## src/rtl/irq_ctl_pkg.sv

```systemverilog
package irq_ctl_pkg;
  localparam int NUM_SRC   = 7;
  localparam int DATA_W    = 16;
  localparam int EN_LSB    = 8;
  localparam int SYNC_ERR  = 0;
  localparam int STATS_RDY = 1;
  localparam int LAST_CODE = 2;
  localparam int SRV_REQ   = 3;
  localparam int FIFO_ERR  = 4;
  localparam int FIFO_STOP = 5;
  localparam int MEM_ERR   = 6;
endpackage

```

## src/rtl/irq_sticky_bit.sv

```systemverilog
module irq_sticky_bit (
  input  logic clk,
  input  logic rst_n,
  input  logic cond_i,
  input  logic clr_i,
  output logic sts_o
);
  logic cond_q;
  logic sts_q;
  logic sts_d;
  logic rise;

  always_comb begin
    rise  = cond_i & ~cond_q;
    sts_d = sts_q;
    if (rise)       sts_d = 1'b1;
    else if (clr_i) sts_d = 1'b0;
  end

  always_ff @(posedge clk or negedge rst_n) begin
    if (!rst_n) begin
      cond_q <= 1'b0;
      sts_q  <= 1'b0;
    end else begin
      cond_q <= cond_i;
      sts_q  <= sts_d;
    end
  end

  assign sts_o = sts_q;

  // a rising edge always leaves the bit set, even when a clearing read falls in the same cycle
  a_r3_rise_sets: assert property (@(posedge clk) disable iff (!rst_n)
    (cond_i && !cond_q) |=> sts_o);
  // a read with no new edge clears the bit
  a_r4_read_clears: assert property (@(posedge clk) disable iff (!rst_n)
    (clr_i && !(cond_i && !cond_q)) |=> !sts_o);
  // a clear bit sets only through a rising edge
  a_r5_no_level_set: assert property (@(posedge clk) disable iff (!rst_n)
    (!sts_o && !(cond_i && !cond_q)) |=> !sts_o);
endmodule

```

## src/rtl/irq_host_port.sv

```systemverilog
module irq_host_port #(
  parameter int ADDR_W = 8,
  parameter logic [ADDR_W-1:0] REG_OFFSET = 8'h0C,
  parameter int N      = 7,
  parameter int DATA_W = 16,
  parameter int EN_LSB = 8
) (
  input  logic              clk,
  input  logic              rst_n,
  input  logic [ADDR_W-1:0] addr,
  input  logic              rd_en,
  input  logic              wr_en,
  input  logic [DATA_W-1:0] wdata,
  input  logic [N-1:0]      status_i,
  output logic              rd_hit_o,
  output logic [N-1:0]      en_o,
  output logic [DATA_W-1:0] rdata
);
  logic          hit;
  logic          wr_hit;
  logic [N-1:0]  en_q;
  logic [N-1:0]  en_d;
  logic [DATA_W-1:0] word;
  logic          unused_wbits;

  assign hit      = (addr == REG_OFFSET);
  assign rd_hit_o = rd_en & hit;
  assign wr_hit   = wr_en & hit;

  always_comb begin
    en_d = en_q;
    if (wr_hit) en_d = wdata[EN_LSB +: N];
  end

  always_ff @(posedge clk or negedge rst_n) begin
    if (!rst_n) en_q <= '0;
    else        en_q <= en_d;
  end

  always_comb begin
    word = '0;
    word[N-1:0] = status_i;
    word[EN_LSB +: N] = en_q;
    rdata = rd_hit_o ? word : '0;
  end

  assign en_o = en_q;
  assign unused_wbits = ^{wdata[DATA_W-1:EN_LSB+N], wdata[EN_LSB-1:0]};

  // a write at the register offset loads the enables
  a_r9_write_loads: assert property (@(posedge clk) disable iff (!rst_n)
    wr_hit |=> (en_o == $past(wdata[EN_LSB +: N])));
  // without a write hit the enables hold
  a_r10_enables_hold: assert property (@(posedge clk) disable iff (!rst_n)
    !wr_hit |=> $stable(en_o));
endmodule

```

## src/rtl/irq_ctl_reg.sv

```systemverilog
module irq_ctl_reg
  import irq_ctl_pkg::*;
#(
  parameter int ADDR_W = 8,
  parameter logic [ADDR_W-1:0] REG_OFFSET = 8'h0C
) (
  input  logic              clk,
  input  logic              rst_n,
  input  logic [ADDR_W-1:0] addr,
  input  logic              rd_en,
  input  logic              wr_en,
  input  logic [DATA_W-1:0] wdata,
  output logic [DATA_W-1:0] rdata,
  input  logic [NUM_SRC-1:0] evt_in,
  output logic              irq_o
);
  logic [NUM_SRC-1:0] status;
  logic [NUM_SRC-1:0] enable;
  logic               rd_hit;

  for (genvar i = 0; i < NUM_SRC; i++) begin : g_src
    if (i == SRV_REQ) begin : g_live
      assign status[i] = evt_in[i];
    end else begin : g_sticky
      irq_sticky_bit u_bit (
        .clk    (clk),
        .rst_n  (rst_n),
        .cond_i (evt_in[i]),
        .clr_i  (rd_hit),
        .sts_o  (status[i])
      );
    end
  end

  irq_host_port #(
    .ADDR_W     (ADDR_W),
    .REG_OFFSET (REG_OFFSET),
    .N          (NUM_SRC),
    .DATA_W     (DATA_W),
    .EN_LSB     (EN_LSB)
  ) u_port (
    .clk      (clk),
    .rst_n    (rst_n),
    .addr     (addr),
    .rd_en    (rd_en),
    .wr_en    (wr_en),
    .wdata    (wdata),
    .status_i (status),
    .rd_hit_o (rd_hit),
    .en_o     (enable),
    .rdata    (rdata)
  );

  assign irq_o = |(status & enable);

  // with every source masked the interrupt stays low
  a_r8_masked_quiet: assert property (@(posedge clk) disable iff (!rst_n)
    (enable == '0) |-> !irq_o);
  // no read hit means the read data bus is idle
  a_r2_idle_bus: assert property (@(posedge clk) disable iff (!rst_n)
    !(rd_en && addr == REG_OFFSET) |-> (rdata == '0));
endmodule

```

## config.mk

```make
export PLATFORM = sky130hd
export DESIGN_NAME = irq_ctl_reg
export DESIGN_NICKNAME = d
export VERILOG_FILES = /design/src/rtl/irq_ctl_pkg.sv /design/src/rtl/irq_sticky_bit.sv /design/src/rtl/irq_host_port.sv /design/src/rtl/irq_ctl_reg.sv
export SDC_FILE = /design/constraint.sdc
export NUM_CORES = 1
export LEC_CHECK = 0
export ABC_AREA = 1
export BUFFER_PORTS_ARGS = -buffer_cell sky130_fd_sc_hd__buf_2
export CELL_PAD_IN_SITES_DETAIL_PLACEMENT = 1
export CELL_PAD_IN_SITES_GLOBAL_PLACEMENT = 2
export CORE_UTILIZATION = 20
export CTS_CLUSTER_SIZE = 40
export DETAILED_ROUTE_END_ITERATION = 8
export PLACE_DENSITY = 0.76
export SYNTH_ARGS = -nofsm -noshare
export SYNTH_HDL_FRONTEND = slang
export SYNTH_SLANG_ARGS = --single-unit
```

## constraint.sdc

```tcl
create_clock -name clk -period 0.8 [get_ports clk]
set_input_delay 0.08 -clock clk [delete_from_list [all_inputs] [get_ports clk]]
set_output_delay 0.08 -clock clk [all_outputs]
set_load 0.01 [all_outputs]
```

==> metrics, run 1 <==
status=finished with violations; violated checks=negative setup slack; DP Cell Count=226; Clock Power Share=32.3%; crit start category=flip-flop; Residual DRC=0; HPWL Detailed=2012 um; period utilization=149.6%; PortBufs=40; Arrival @ worst endpoint=1120 ps; vias in the first global route=1142; CTS Buf Count=3; fmax=835.8 MHz; nets@finish=228; Post-DRT Antenna Nets=0; Worst VDD drop=0.0008262 V; filler cell count=522; slowest CP cell=dfrtp_1; Sequential Power Share=50.9%; Mapped Area=925.9 sq um; worst min path class=in2reg; Reg2Reg Setup Slack=-40 ps; share of the synthesized area in the top cell type=51.35%; largest cells by area after synthesis=dfrtp_1, nand2_1, inv_1, nor2_1, nand3_1; register clock-pin slew on the reported worst setup and hold paths=70 ps; commonest non-fill, non-tap cell in the layout=nand2_1; max-slew violations=0; Max FO, Critical Path=2; internal power=1.517 mW; vias=973; most frequent cells in the layout=nand2_1, buf_2, buf_6; antenna violations before repair=0; final std cells w/o fill=244; final setup violation count=20; Seq/Total Area, Yosys=51.35%; Final Skew=0.1986 ps; DIE AREA=4906 sq um; CTS Sinks=19; Synth area leader=dfrtp_1; cell chain of the critical path=nand2_1 -> nand2_1 -> a21oi_2 -> nand4_1 -> buf_2; total track usage=12.66%; PwrDens=1134 nW/um^2; Setup CP Type=reg2out; Seq cells post-synth=19; NetSw=0.4729 mW; I/O Pins=52; slowest stage delay, CP=390 ps; RSZ-0062 raised after global routing=true; DP Area=1277 sq um; Synth Area per Inst=7.528 sq um; Comb pwr share=16.8%; max-cap viol count=0; total negative slack=-4141 ps; endpoint class of the critical path=output port; number of diodes=0; die extent in y=70.04 um; Final Hold Viols=0; fin area=1755 sq um; CP dominant cell by count=nand2_1; Clock Path Buffers=2; Final WS setup=-396.5 ps; P&R area growth vs syn=89.59%; total wire length=2893 um; Leak=0.9148 nW; minimum clock period=1197 ps; H-tree depth=1; Die X=70.04 um; Overflow after GRT=0; DR vias/cell=3.988; first-pass GRT wire length=4988 um; row count=24; Synth Instances=123; Switching Fraction=23.76%; Overall Power=1.990 mW; largest net degree at the start of global routing=20; Root Buffer=clkbuf_8; worst path required time=720 ps; Initial Utilization=20.98%; Pre-antenna DRT Iters=3; Worst-Skew Late Latency=250 ps; CTS tree=built; Synth cell types=15; global placement routability congestion=0.7147; 1st-iter DRT viols=11; final hold slack=84.58 ps; core area=4414 sq um; share of post-route cells with drive strength above 1=57.29%; drt wl/cell=11.86 um; Synthesis Warnings=0
-- area by class of cell --
class                           instances  area, sq um  share of cell area (%)
Sequential cell                        19        475.5                   27.08
Inverter                               25        103.9                   5.916
Timing Repair Buffer                   69        601.8                   34.28
Clock buffer                            4        45.04                   2.566
Multi-Input combinational cell         75        464.2                   26.44
Tap cell                               52        65.06                   3.706
-- synthesized netlist by cell type, drive strengths merged --
library cell,number
buf,5
a21oi,1
nor2,19
conb,1
nand4,1
nand3,9
o21ai,1
nand2,42
dfrtp,19
inv,25
-- path summary, 6_finish.rpt --
path / startpoint / to / cells after the start
worst min-delay path: wdata[8] / u_port.en_o[0]$_DFFE_PN0P_ / 3
worst min register to register: g_src[6].g_sticky.u_bit.cond_q$_DFF_PN0_ / g_src[6].g_sticky.u_bit.sts_o$_DFFE_PN0P_ / 3
max in group asynchronous: rst_n / u_port.en_o[5]$_DFFE_PN0P_ / 2
min in group asynchronous: rst_n / g_src[5].g_sticky.u_bit.cond_q$_DFF_PN0_ / 2
worst max register to register: u_port.en_o[1]$_DFFE_PN0P_ / u_port.en_o[1]$_DFFE_PN0P_ / 4
worst max-delay path: g_src[1].g_sticky.u_bit.sts_o$_DFFE_PN0P_ / irq_o / 5
-- sequential cells by signal, summed over array words and instances, names as in the netlist --
| signal | cells |
|---|---|
| g_src.g_sticky.u_bit.sts_o | 6 |
| u_port.en_o | 7 |
| g_src.g_sticky.u_bit.cond_q | 6 |
-- power groups by stage --
stage	Combinational [mW]	Sequential, mW	Clock [mW]
after CTS	0.312	1.01	0.666
after global routing	0.374	1.02	0.717
after detailed placement	0.233	1.03	0
final	0.335	1.01	0.642
after floorplan	0.0920	1.03	0
after global placement	0.224	1.03	0
-- kinds of logic (layout without fill, tap and decap cells) --
kind of cell	after synthesis	in the layout	synth area share, %
buffers and inverters	30	98	14.73
other	1	2	0.4050
AOI/OAI and AO/OA	2	2	1.080
and+or+nand+nor	71	71	32.43
DFF	19	19	51.35
-- routing by layer --
| metal | part of all wire [%] | vias up | track usage (%) |
|---|---|---|---|
| met5 | 0 | - | 0 |
| met4 | 0 | 0 | 2.667 |
| met3 | 3.0 | 0 | 1.443 |
| met2 | 55 | 18 | 24.15 |
| met1 | 42 | 463 | 15.06 |
| li1 | - | 492 | - |
-- critical path: cells and delay by family, from the launching register on --
family	cells	cell delay, ps
DFF	1	390
buffers and inverters	1	150
and+or+nand+nor	3	230
AOI/OAI and AO/OA	1	100
-- per-stage QoR --
stage	setup slack, ps	utilization (%)
final	-396.5	39.77
after global routing	-497.9	39.77
after CTS	-431.9	37.76
after detailed placement	-270.8	28.94
after global placement	-206.7	28.94
after floorplan	11.44	-
-- repair_timing --
| item | CTS | global route |
|---|---|---|
| hold endpoints to repair | 25 | 0 |
| setup buffers | 6 | 5 |
| gates resized for setup | 51 | 33 |
| hold buffers | 7 | 0 |
| pin swaps | 15 | 13 |
| cloned | 2 | 0 |
| setup endpoints to repair | 16 | 26 |
No activity file was read; power rests on OpenSTA's default activity.
==> inputs of run 2 (changes only) <==
CORE_UTILIZATION = 23   (was 20)
PLACE_DENSITY = 0.82   (was 0.76)
clock period = 1.46 ns   (was 0.8 ns; I/O delays follow)
==> run 2 against run 1 <==
The run now ends clean. Clock power fell by 44%. Clock-buffer cell count unchanged. Die area shrank 13%. Core utilization shrank 7.7 points. Critical endpoint unchanged. Largest power group unchanged.
==> metrics, run 2 (synthesized netlist as in run 1, its figures left out) <==
Final Skew=1.662 ps (+1.463 ps); Leak=0.7510 nW (-18%); P&R area growth vs syn=30.68%; total wire length=2355 um (-19%); commonest non-fill, non-tap cell in the layout=nand2_1; global placement routability congestion=0.6654 (-6.9%); crit start category=flip-flop; row count=22 (-8.3%); Clock Path Buffers=2 (unchanged); first-pass GRT wire length=4015 um (-20%); Die X=65.45 um (-6.6%); core area=3771 sq um (-15%); max-cap viol count=0 (unchanged); Post-CTS Setup Inserts=0 (-6); worst path required time=1310 ps (+590 ps); vias in the first global route=911 (-20%); CTS Buf Count=3 (unchanged); total negative slack=0 ps (+4141 ps); total track usage=12.29% (-0.36 points); antenna violations before repair=0 (unchanged); most frequent cells in the layout=nand2_1, buf_2, inv_1; HPWL Detailed=1880 um (-6.6%); final setup violation count=0 (-100%); Residual DRC=0 (unchanged); Largest register FFs=7 (unchanged); max-slew violations=0 (unchanged); 1st-iter DRT viols=12 (+1); Final Hold Viols=0 (unchanged); Arrival @ worst endpoint=1160 ps (+40 ps); Worst-Skew Late Latency=250 ps (about the same); register clock-pin slew on the reported worst setup and hold paths=70 ps (about the same); Overflow after GRT=0 (unchanged); I/O Pins=52 (unchanged); DR vias/cell=4.042 (+1.4%); Reg2Reg Launch Point=g_src[1].g_sticky.u_bit.sts_o$_DFFE_PN0P_; Worst VDD drop=0.0004552 V (-45%); share of post-route cells with drive strength above 1=31.52% (-26 points); PostCTS Resize Cnt=0 (-100%); largest net degree at the start of global routing=21 (+5.0%); status=complete, no violations; fin area=1210 sq um (-31%); number of diodes=0 (unchanged); period utilization=89.18%; DP Area=1155 sq um (-9.6%); PortBufs=40 (unchanged); Max FO, Critical Path=3 (+1); H-tree depth=1 (unchanged); worst min path class=in2reg; Initial Utilization=24.55% (+3.6 points); fmax=768.1 MHz; DIE AREA=4283 sq um (-13%); endpoint class of the critical path=output port; minimum clock period=1302 ps; nets@finish=201 (-12%); hold path start=evt_in[1]; CTS tree=built; CTS Sinks=19 (unchanged); die extent in y=65.45 um (-6.6%); Setup CP Type=reg2out; RSZ-0062 raised after global routing=false; PwrDens=847.6 nW/um^2 (-25%); Pre-antenna DRT Iters=2 (-1); Hold Buf Count CTS=1 (-6); vias=861 (-12%); Critical Path Start=g_src[1].g_sticky.u_bit.sts_o$_DFFE_PN0P_; Root Buffer=clkbuf_8; drt wl/cell=11.06 um (-6.7%); Post-DRT Antenna Nets=0 (unchanged)
run 2: stage by stage:
| step | util, % | setup WS, ps | hold slack, ps | power, mW | instances |
|---|---|---|---|---|---|
| 6_report | 32.08 | 158.0 | 12.67 | 1.026 | 213 |
| 2_1_floorplan | - | 555.5 | -149.6 | 0.6128 | 124 |
| 3_5_place_dp | 30.62 | 274.3 | 113.7 | 0.6755 | 208 |
| 5_1_grt | 32.08 | 68.22 | 0.3469 | 1.088 | 213 |
| 3_3_place_gp | 30.62 | 315.5 | 103.2 | 0.6680 | 208 |
| 4_1_cts | 32.08 | 149.8 | 5.556 | 1.042 | 213 |
run 2: area by class of cell:
class / instances / area [sq um]
clock buffers: 4 / 45.04
fillers: 487 / 2561
inverters: 25 / 93.84
multi-input cells: 75 / 317.8
flip-flops and latches: 19 / 475.5
well taps: 48 / 60.06
repair buffers: 42 / 217.7
run 2: path summary, 6_finish.rpt:
path | endpoint | slack (ps) | cells past startpoint
min in group asynchronous | g_src[0].g_sticky.u_bit.sts_o$_DFFE_PN0P_ | 370 | 2
worst min register to register | u_port.en_o[5]$_DFFE_PN0P_ | 480 | 2
worst max register to register | g_src[1].g_sticky.u_bit.sts_o$_DFFE_PN0P_ | 820 | 2
worst max-delay path | irq_o | 160 | 5
max in group asynchronous | u_port.en_o[4]$_DFFE_PN0P_ | 780 | 2
worst min-delay path | g_src[1].g_sticky.u_bit.cond_q$_DFF_PN0_ | 10 | 1
run 2: power by group:
part / internal (mW) / switching [mW]
clock: 0.194 / 0.168
combinational: 0.0467 / 0.0621
sequential: 0.545 / 0.0105
run 2: metal layers:
metal / up-vias / part of all wire, % / GRT usage, %
met3: 4 / 4.0 / 2.431
li1: 433 / - / -
met2: 20 / 51 / 22.16
met5: - / 0 / 0
met4: 0 / 1.1 / 4.076
met1: 404 / 44 / 14.38
run 2: worst max-delay path, stage by stage (launching register included):
cell     delay, ps
dfrtp_1        410
nand2_1         80
nand2_1         60
a21oi_1        120
nand4_1         90
buf_2          150
